<file path="config.mk">
export PLATFORM = sky130hd
export DESIGN_NAME = lcd_tgen_top
export DESIGN_NICKNAME = d
export VERILOG_FILES = /design/src/rtl/lcd_tgen_pkg.sv /design/src/rtl/lcd_tgen_regs.sv /design/src/rtl/lcd_tgen_pixdiv.sv /design/src/rtl/lcd_tgen_axis.sv /design/src/rtl/lcd_tgen_top.sv
export SDC_FILE = /design/constraint.sdc
export NUM_CORES = 1
export LEC_CHECK = 0
export ABC_AREA = 1
export ABC_CLOCK_PERIOD_IN_PS = 6000
export BUFFER_PORTS_ARGS = -buffer_cell sky130_fd_sc_hd__buf_2
export CAP_MARGIN = 10
export CORE_MARGIN = 2
export CORE_UTILIZATION = 58
export DETAILED_ROUTE_END_ITERATION = 8
export HOLD_SLACK_MARGIN = 0.06
export PLACE_DENSITY = 0.76
export RECOVER_POWER = 100
export SYNTH_ARGS = -nofsm -noshare
export SYNTH_HDL_FRONTEND = slang
export SYNTH_SLANG_ARGS = --single-unit
export TNS_END_PERCENT = 50
</file>
<file path="constraint.sdc">
create_clock -name clk -period 6 [get_ports clk]
set_input_delay 0.6 -clock clk [delete_from_list [all_inputs] [get_ports clk]]
set_output_delay 0.6 -clock clk [all_outputs]
set_load 0.02 [all_outputs]
</file>
<file path="src/rtl/lcd_tgen_pkg.sv">
package lcd_tgen_pkg;

    localparam int DATA_W  = 32;
    localparam int ADDR_W  = 3;
    localparam int PORCH_W = 8;
    localparam int SIZE_W  = 11;
    localparam int DIV_W   = 8;
    localparam int CNT_W   = SIZE_W + 2;

    // field positions inside the write data
    localparam int F_SW_LSB   = 0;
    localparam int F_BP_LSB   = 8;
    localparam int F_FP_LSB   = 16;
    localparam int F_HACT_LSB = 0;
    localparam int F_VACT_LSB = 16;
    localparam int F_DIV_LSB  = 8;
    localparam int F_USED_MSB = 26;

    typedef enum logic [ADDR_W-1:0] {
        REG_CTRL  = 3'd0,
        REG_POL   = 3'd1,
        REG_HTIM  = 3'd2,
        REG_VTIM  = 3'd3,
        REG_SIZE  = 3'd4,
        REG_IEN   = 3'd5,
        REG_ISTAT = 3'd6
    } reg_addr_e;

    typedef struct packed {
        logic [PORCH_W-1:0] fp;
        logic [PORCH_W-1:0] bp;
        logic [PORCH_W-1:0] sw;
    } axis_tim_t;

    typedef struct packed {
        logic             frame_en;
        logic             div_sel;
        logic [DIV_W-1:0] div;
    } sync_fields_t;

    typedef struct packed {
        logic [CNT_W-1:0] sync_end;
        logic [CNT_W-1:0] act_start;
        logic [CNT_W-1:0] act_end;
        logic [CNT_W-1:0] total;
    } axis_bounds_t;

    function automatic axis_bounds_t calc_bounds(axis_tim_t t, logic [SIZE_W-1:0] act);
        axis_bounds_t b;
        b.sync_end  = CNT_W'(t.sw) + CNT_W'(1);
        b.act_start = b.sync_end + CNT_W'(t.bp) + CNT_W'(1);
        b.act_end   = b.act_start + CNT_W'(act) + CNT_W'(1);
        b.total     = b.act_end + CNT_W'(t.fp) + CNT_W'(1);
        return b;
    endfunction

endpackage

</file>
<file path="src/rtl/lcd_tgen_regs.sv">
module lcd_tgen_regs
    import lcd_tgen_pkg::*;
(
    input  logic                clk,
    input  logic                rst,
    input  logic                wr_en,
    input  logic [ADDR_W-1:0]   wr_addr,
    input  logic [DATA_W-1:0]   wr_data,
    input  logic                frame_wrap,
    input  logic                vs_rise,
    output logic                run,
    output sync_fields_t        act_sync,
    output axis_tim_t           htim,
    output axis_tim_t           vtim,
    output logic [SIZE_W-1:0]   hact,
    output logic [SIZE_W-1:0]   vact,
    output logic [1:0]          pol,
    output logic                irq_pend
);

    sync_fields_t wr_sync;
    logic         imm_en;
    logic         ien;
    logic         clr_req;
    logic         unused_bits;

    assign unused_bits = ^wr_data[DATA_W-1:F_USED_MSB+1];
    assign run     = imm_en & act_sync.frame_en;
    assign clr_req = wr_en && (wr_addr == REG_ISTAT) && wr_data[0];

    always_ff @(posedge clk) begin
        if (rst) begin
            wr_sync  <= '0;
            act_sync <= '0;
            imm_en   <= 1'b0;
            htim     <= '0;
            vtim     <= '0;
            hact     <= '0;
            vact     <= '0;
            pol      <= '0;
            ien      <= 1'b0;
            irq_pend <= 1'b0;
        end else begin
            if (wr_en) begin
                case (wr_addr)
                    REG_CTRL: begin
                        imm_en           <= wr_data[0];
                        wr_sync.frame_en <= wr_data[1];
                        wr_sync.div_sel  <= wr_data[2];
                        wr_sync.div      <= wr_data[F_DIV_LSB +: DIV_W];
                    end
                    REG_POL:  pol <= wr_data[1:0];
                    REG_HTIM: begin
                        htim.sw <= wr_data[F_SW_LSB +: PORCH_W];
                        htim.bp <= wr_data[F_BP_LSB +: PORCH_W];
                        htim.fp <= wr_data[F_FP_LSB +: PORCH_W];
                    end
                    REG_VTIM: begin
                        vtim.sw <= wr_data[F_SW_LSB +: PORCH_W];
                        vtim.bp <= wr_data[F_BP_LSB +: PORCH_W];
                        vtim.fp <= wr_data[F_FP_LSB +: PORCH_W];
                    end
                    REG_SIZE: begin
                        hact <= wr_data[F_HACT_LSB +: SIZE_W];
                        vact <= wr_data[F_VACT_LSB +: SIZE_W];
                    end
                    REG_IEN:  ien <= wr_data[0];
                    default:  ;
                endcase
            end
            // frame-synchronised copy: follows while stopped, at frame wrap while running
            if (!run || frame_wrap)
                act_sync <= wr_sync;
            if (ien && vs_rise)
                irq_pend <= 1'b1;
            else if (clr_req)
                irq_pend <= 1'b0;
        end
    end

endmodule

</file>
<file path="src/rtl/lcd_tgen_pixdiv.sv">
module lcd_tgen_pixdiv
    import lcd_tgen_pkg::*;
#(
    parameter int DW = DIV_W
) (
    input  logic          clk,
    input  logic          rst,
    input  logic          run,
    input  logic          div_sel,
    input  logic [DW-1:0] div,
    output logic          pix_en
);

    logic [DW-1:0] cnt;
    logic          hit;

    assign hit    = (cnt == div);
    assign pix_en = run && (!div_sel || hit);

    always_ff @(posedge clk) begin
        if (rst || !run || !div_sel)
            cnt <= '0;
        else if (hit)
            cnt <= '0;
        else
            cnt <= cnt + DW'(1);
    end

endmodule

</file>
<file path="src/rtl/lcd_tgen_axis.sv">
module lcd_tgen_axis
    import lcd_tgen_pkg::*;
(
    input  logic              clk,
    input  logic              rst,
    input  logic              clr,
    input  logic              adv,
    input  axis_bounds_t      bnd,
    output logic              at_end,
    output logic              in_sync,
    output logic              in_act,
    output logic [SIZE_W-1:0] pos
);

    logic [CNT_W-1:0] cnt;
    logic [CNT_W-1:0] rel;

    assign at_end  = (cnt >= bnd.total - CNT_W'(1));
    assign in_sync = (cnt < bnd.sync_end);
    assign in_act  = (cnt >= bnd.act_start) && (cnt < bnd.act_end);
    assign rel     = cnt - bnd.act_start;
    assign pos     = rel[SIZE_W-1:0];

    always_ff @(posedge clk) begin
        if (rst || clr)
            cnt <= '0;
        else if (adv)
            cnt <= at_end ? '0 : cnt + CNT_W'(1);
    end

endmodule

</file>
<file path="src/rtl/lcd_tgen_top.sv">
module lcd_tgen_top
    import lcd_tgen_pkg::*;
(
    input  logic              clk,
    input  logic              rst,
    input  logic              wr_en,
    input  logic [2:0]        wr_addr,
    input  logic [31:0]       wr_data,
    output logic              hsync,
    output logic              vsync,
    output logic              de,
    output logic [10:0]       pix_x,
    output logic [10:0]       pix_y,
    output logic              irq
);

    localparam int N_AXES = 2;

    logic              run;
    sync_fields_t      act_sync;
    axis_tim_t         htim, vtim;
    logic [SIZE_W-1:0] hact, vact;
    logic [1:0]        pol;
    logic              pix_en;
    logic              frame_wrap;
    logic              vs_raw, vs_q, vs_rise;

    axis_bounds_t      ax_bnd [N_AXES];
    logic [N_AXES-1:0] ax_adv, ax_end, ax_sync, ax_act;
    logic [SIZE_W-1:0] ax_pos [N_AXES];

    lcd_tgen_regs u_regs (
        .clk(clk), .rst(rst),
        .wr_en(wr_en), .wr_addr(wr_addr), .wr_data(wr_data),
        .frame_wrap(frame_wrap), .vs_rise(vs_rise),
        .run(run), .act_sync(act_sync),
        .htim(htim), .vtim(vtim), .hact(hact), .vact(vact),
        .pol(pol), .irq_pend(irq)
    );

    lcd_tgen_pixdiv #(.DW(DIV_W)) u_div (
        .clk(clk), .rst(rst), .run(run),
        .div_sel(act_sync.div_sel), .div(act_sync.div),
        .pix_en(pix_en)
    );

    assign ax_bnd[0] = calc_bounds(htim, hact);
    assign ax_bnd[1] = calc_bounds(vtim, vact);
    assign ax_adv[0] = pix_en;
    assign ax_adv[1] = pix_en & ax_end[0];

    for (genvar g = 0; g < N_AXES; g++) begin : g_axis
        lcd_tgen_axis u_axis (
            .clk(clk), .rst(rst), .clr(!run), .adv(ax_adv[g]),
            .bnd(ax_bnd[g]),
            .at_end(ax_end[g]), .in_sync(ax_sync[g]),
            .in_act(ax_act[g]), .pos(ax_pos[g])
        );
    end

    assign frame_wrap = pix_en & ax_end[0] & ax_end[1];
    assign vs_raw     = run & ax_sync[1];
    assign vs_rise    = vs_raw & !vs_q;

    always_ff @(posedge clk) begin
        if (rst) vs_q <= 1'b0;
        else     vs_q <= vs_raw;
    end

    assign de    = run & ax_act[0] & ax_act[1];
    assign hsync = (run & ax_sync[0]) ^ pol[0];
    assign vsync = vs_raw ^ pol[1];
    assign pix_x = de ? ax_pos[0] : '0;
    assign pix_y = de ? ax_pos[1] : '0;

endmodule

</file>
==> flow_summary.ini, run 1 <==
[critical_path]
cp_max_fo = 5
start_kind = flop
reg2reg_depth = 35
slowest_delay_ps = 360
r2r_start = u_regs.vtim[2]
critPathSlowestCell = dfxtp_2
crit_buf_inv = 7
r2r_end = u_regs.act_sync[4]
cp-end-kind = output port
crit_type = flop to output port
cpLargestDelayFamily = simple AND/OR/NAND/NOR gates
required_ps = 5400
reg2reg_slack_ps = 260
arrival_ps = 5260
worst_path_most_repeated_cell = inv_1

[floorplan]
design.portCount = 64
die_y_um = 141
die_w_um = 141
start_util = 0.596
core_um2 = 18100
fp-row-count = 49
dieArea_um2 = 19700

[timing]
max_freq_mhz = 171
slew_headroom = -0.263
fin_skew_ps = 8.45
finalWorstSetupSlack_ps = 138
rsz0062_at_grt = true
fin_crit_ps = 5860
hold_violations = 0
min_period_over_period = 0.977
tightest_slew_ps = 1890
setup_viol = 0
slew_viol_final = 106

[global_route]
grt_pass1_wl_um = 46300
use_met3 = 0.0397
grtUsageMet2 = 0.476
overflow = 0
track_usage = 0.291
top_usage_layer = met2
first_global_vias = 9651
antenna_found_initial = 0
use_met1 = 0.401
grt_max_degree = 57

[detailed_routing]
dr.pass1.iters = 5
route.detailed.drc = 0
vias_per_cell = 5.59
drt_wl_total_um = 30600
postRouteAntennaNets = 0
vias = 10800
wl_per_cell_um = 15.9
drtIter0Drc = 787

[place]
hpwlAfterDp_um = 22400
gp_congestion = 0.916
io_buffers = 58
dp_slack_ps = 168

[layout]
fin_util = 0.714
fillCellCount = 1480
synthToLayoutAreaGrowth_pct = 19.9
drive_gt1_frac = 0.149
num_antenna_cells = 0
fin_nets = 1872

[logic_synthesis]
avgSynthCellArea_um2 = 6.82
synth_edf_count = 0
ys_ff_latch = 130
async_reset_ff_frac = 0
ys_types = 47
synth_area_um2 = 10800
synth_ff_type = dfxtp_1
ys_seq_area_frac = 0.241
synth_warnings = 0
synthCells = 1585

[clocking]
clock_sinks = 130
numCtsBuffers = 17
cts_tree = done
cts_hold_buf = 0
cts_buffer_depth = 2
h-tree-depth = 4
clk_pin_slew_ps = 60
root_buffer = clkbuf_16
insertion_delay_ps = 430

[run_status]
outcome = finished, violations left
violations = capacitance limit, slew limit

[worst_hold_path]
hold_path.class = input port to flop
min_delay_path_depth = 3
whs_endpoint = u_regs.vact[9]
hold_start = wr_data[25]

[power_and_ir_drop]
leakage_nw = 6.16
peakVddDrop_uv = 201
power.density_nw_per_um2 = 185

[run]
maxCapViolCount = 2
-- tightest hold or removal path: cells and delay by family --
family	cells	cell delay, ps
simple gates	2	120
buf+inv	1	80
-- kinds of logic after synthesis --
| logic type | synth area share |
|---|---|
| flops | 0.241 |
| simple gates | 0.252 |
| other cells | 0.000347 |
| compound gates | 0.154 |
| fa+ha+maj | 0.180 |
| xor+xnor | 0.0802 |
| buf+inv | 0.0919 |
-- worst max path at each step --
stage | startpoint | cells after the start | to
floorplan | u_regs.vtim[0] | 35 | u_regs.act_sync[9]
global placement | u_regs.vtim[0] | 36 | u_regs.act_sync[5]
detailed placement | u_regs.vtim[0] | 36 | u_regs.act_sync[1]
CTS | u_regs.htim[0] | 30 | pix_x[10]
global route | u_regs.htim[0] | 32 | pix_x[9]
finish | u_regs.htim[1] | 29 | pix_x[9]
-- sequential cells by signal (all words and copies together) (netlist names), 8 cells and up --
name and cells:
g_axis.u_axis.cnt 26, u_div.cnt 8, u_regs.act_sync 10, u_regs.hact 11
u_regs.htim 24, u_regs.vact 11, u_regs.vtim 24, u_regs.wr_sync 10
-- synthesized netlist by cell type, types with 3 or more instances --
cell / count / area [um^2]
nand2_1: 277 / 1040
nor2_1: 227 / 852
inv_1: 211 / 792
a21oi_1: 144 / 721
ha_1: 143 / 1790
dfxtp_1: 130 / 2600
o21ai_0: 109 / 546
xor2_1: 73 / 639
nand3_1: 71 / 355
clkbuf_1: 27 / 101
xnor2_1: 26 / 228
nand4_1: 24 / 150
nor3_1: 24 / 120
o21bai_1: 10 / 75.1
a21oi_2: 9 / 78.8
a21o_1: 8 / 60.1
fa_1: 8 / 160
nand3b_1: 7 / 52.6
nor4_1: 6 / 37.5
buf_2: 5 / 25.0
inv_2: 4 / 15.0
o211ai_1: 4 / 30.0
buf_6: 3 / 33.8
nor3b_1: 3 / 22.5
o311ai_0: 3 / 26.3
-- stage by stage --
stage	TNS (ps)	area, um^2	std cells	power (W)	hold WS [ps]
after detailed placement	0	11500	1873	0.00137	446
after global routing	-3890	13000	1924	0.00250	419
final	0	13000	1924	0.00240	400
after CTS	0	12100	1904	0.00236	395
after global placement	0	11500	1873	0.00136	441
after floorplan	0	10800	1586	0.00124	428
-- power by group --
part	leakage, nW	internal (W)	switching [W]
clock network	0.255	0.000572	0.000425
registers	1.06	0.000884	0.0000179
logic	4.85	0.000191	0.000312
total	6.16	0.00165	0.000755
-- cell usage in the layout (no fill, tap or decap), drive strengths merged, types with 3 or more instances in the layout --
| cell | netlist | routed |
|---|---|---|
| inv | 215 | 219 |
| nor3b | 3 | 3 |
| a21oi | 154 | 154 |
| ha | 143 | 143 |
| nand3 | 74 | 74 |
| dfxtp | 130 | 130 |
| nand4 | 25 | 25 |
| a21o | 8 | 8 |
| fa | 8 | 8 |
| o211ai | 5 | 5 |
| xor2 | 73 | 73 |
| o21bai | 10 | 10 |
| xnor2 | 26 | 26 |
| o311ai | 3 | 3 |
| nor4 | 6 | 6 |
| nand2 | 278 | 278 |
| nand3b | 7 | 7 |
| buf | 11 | 103 |
| nor3 | 24 | 24 |
| o21ai | 109 | 109 |
| clkinv | 2 | 5 |
| clkbuf | 27 | 30 |
| clkinvlp | 0 | 6 |
| nor2 | 228 | 228 |
-- metal layers --
layer  vias to the layer above  wire length, um
met2                       343            14200
met5                         -                0
li1                       5388                -
met1                      4964            13900
met3                        59             1760
met4                         0              747
-- final cells by class --
cell class	instances	area [um^2]	area share
Clock inverter	14	133	0.0102
Multi-Input combinational cell	1201	7800	0.602
Clock buffer	17	425	0.0328
Inverter	217	820	0.0632
Tap cell	229	287	0.0221
Timing Repair Buffer	116	883	0.0682
Sequential cell	130	2620	0.202
-- what timing repair did --
item,in CTS,in global routing
hold endpoints to repair,0,0
pin swaps,0,46
endpoints found under the setup margin,23,58
setup buffers,0,17
cloned,0,3
gates resized for setup,6,166
Power figures use the tool's default switching activity.
==> run 2, diff against run 1 <==
Settings changed: ABC_AREA 1 to unset, PLACE_DENSITY 0.76 to 0.77.
==> flow_summary.ini, run 2 <==
[floorplan]
die_y_um = 137
core_um2 = 17300
dieArea_um2 = 18800
design.portCount = 64
start_util = 0.594
fp-row-count = 48
die_w_um = 137

[timing]
setup_viol = 23
tightest_slew_ps = 2400
rsz0062_at_grt = true
fin_crit_ps = 6430
finalWorstSetupSlack_ps = -433
slew_viol_final = 103
holdWs_ps = 403
min_period_over_period = 1.07
fin_skew_ps = 9.37
max_freq_mhz = 155
hold_violations = 0
slew_headroom = -0.603

[global_route]
track_usage = 0.316
overflow = 0
grt_pass1_wl_um = 46300
grt_max_degree = 56
first_global_vias = 9408
antenna_found_initial = 0

[logic_synthesis]
yosys.area_share.adder = 0.190
ys_types = 65
synth_area_um2 = 10300
synth-simple-area-share = 0.222
ys_seq_area_frac = 0.253
synth_warnings = 0
synthCells = 1338
synth.most_common_cell = nand2_1
async_reset_ff_frac = 0
avgSynthCellArea_um2 = 7.68
synth_common_cells = nand2_1 (222), ha_1 (143), a21oi_1 (133), dfxtp_1 (130), nor2_1 (95)
synth_edf_count = 0
synth_ff_type = dfxtp_1
synthTopCellsByArea = dfxtp_1 (25%), ha_1 (17%), nand2_1 (8.1%), a21oi_1 (6.5%), xnor2_1 (4.6%)
synth_compound_area_frac = 0.196
synth_top_family_by_area = simple AND/OR/NAND/NOR gates
synthXorXnorAreaFrac = 0.0817
ys_ff_latch = 130
yosysTopAreaCellShare = 0.253
muxShareOfSynthArea = 0.00682
yosysTopAreaCell = dfxtp_1

[detailed_routing]
met2_length_um = 14900
postRouteAntennaNets = 0
drtIter0Drc = 800
drt_wl_total_um = 31400
top_layer = met4
wl_met3_um = 2220
met1_length_um = 13000
vias = 10300
vias_per_cell = 6.00
dr.pass1.iters = 7
wl_per_cell_um = 18.3
route.detailed.drc = 0

[run_status]
outcome = finished, violations left
violations = capacitance limit, slew limit, setup timing

[layout]
top_register = g_axis.u_axis.cnt
fillCellCount = 1240
drive_gt1_frac = 0.192
largest_reg_flops = 26
reg.largest.list = g_axis.u_axis.cnt x26, u_regs.htim x24, u_regs.vtim x24
synthToLayoutAreaGrowth_pct = 23.2
fin_nets = 1662
mostFrequentLayoutCells = nand2_1 (221), ha_1 (128), a21oi_1 (127)
num_antenna_cells = 0
design_area_um2 = 12700
final_common_cell = nand2_1

[critical_path]
cpLargestDelayFamily = simple AND/OR/NAND/NOR gates
cp_max_fo = 6
critPathSlowestCell = or4_4
slowest_delay_ps = 540
required_ps = 5400
worst_path_most_repeated_cell = a21o_1
start_kind = flop
cp-end-kind = output port
arrival_ps = 5830
crit_buf_inv = 5
crit_type = flop to output port

[clocking]
cts_hold_buf = 0
insertion_delay_ps = 430
clock_sinks = 130
numCtsBuffers = 17
root_buffer = clkbuf_16
cts_buffer_depth = 2
h-tree-depth = 4
cts_tree = done
clk_pin_slew_ps = 70

[run]
maxCapViolCount = 2

[place]
io_buffers = 58
post_dp_cell_area_um2 = 11200
hpwlAfterDp_um = 21400
gp_congestion = 0.913

[power_and_ir_drop]
power.density_nw_per_um2 = 176
peakVddDrop_uv = 201
leakage_nw = 5.54

[worst_hold_path]
hold_path.class = input port to flop
==> run 2: worst min-delay path: cells and delay by family <==
kind	cells	cell delay (ps)
compound gates	1	50
simple gates	1	50
buf+inv	1	100
==> run 2: stage by stage <==
stage | cells | setup TNS [ps] | worst slack (ps) | util | total power, W
after floorplan | 1339 | -706 | -192 | - | 0.00108
after global placement | 1649 | -4150 | -334 | 0.650 | 0.00117
after detailed placement | 1649 | -7440 | -440 | 0.650 | 0.00118
after CTS | 1698 | -8930 | -455 | 0.704 | 0.00221
after global routing | 1711 | -16860 | -620 | 0.732 | 0.00230
final | 1711 | -8000 | -433 | 0.732 | 0.00223
==> run 2: final timing paths <==
path | start | end | slack [ps] | cells after the start
hold reg to reg | u_regs.wr_sync[7] | u_regs.wr_sync[7] | 450 | 2
setup / recovery | u_regs.vtim[0] | pix_x[9] | -430 | 28
hold / removal | wr_data[24] | u_regs.vact[8] | 400 | 3
setup reg to reg | u_regs.vtim[0] | g_axis[1].u_axis.cnt[7] | 130 | 28
==> run 2: power breakdown <==
| part | internal, W | switching, W | total, W |
|---|---|---|---|
| sequential | 0.000876 | 0.0000115 | 0.000887 |
| clock | 0.000585 | 0.000452 | 0.00104 |
| combinational | 0.000132 | 0.000176 | 0.000308 |
==> run 2: layer usage <==
layer | vias to the layer above | global-route usage
met1 | 4825 | 0.394
met3 | 97 | 0.0656
li1 | 4937 | -
met2 | 413 | 0.526
met5 | - | 0
met4 | 0 | 0.141
==> run 2: area by class of cell <==
class	instances	area (um^2)	share of cell area
inverter	89	337	0.0266
timing repair buffer	160	1160	0.0918
clock inverter	14	148	0.0117
sequential	130	2610	0.206
tap	225	282	0.0222
multi-input combinational	1075	7690	0.608
clock buffer	18	429	0.0339
==> run 2: logic make-up (layout without fill, tap and decap cells) <==
group,Yosys count,in the layout
AND/OR/NAND/NOR,496,496
AO/OA/AOI/OAI,324,324
adder cells (fa/ha/maj),151,151
buffers and inverters,134,281
flip-flops,130,130
XOR/XNOR,95,95
multiplexers,7,7
other,1,2
==> run 2: repair_timing <==
item	CTS	global route
hold endpoints to repair	0	0
gates resized for setup	57	82
pin swaps	28	37
cloned	0	1
setup buffers	17	12
endpoints found under the setup margin	58	59
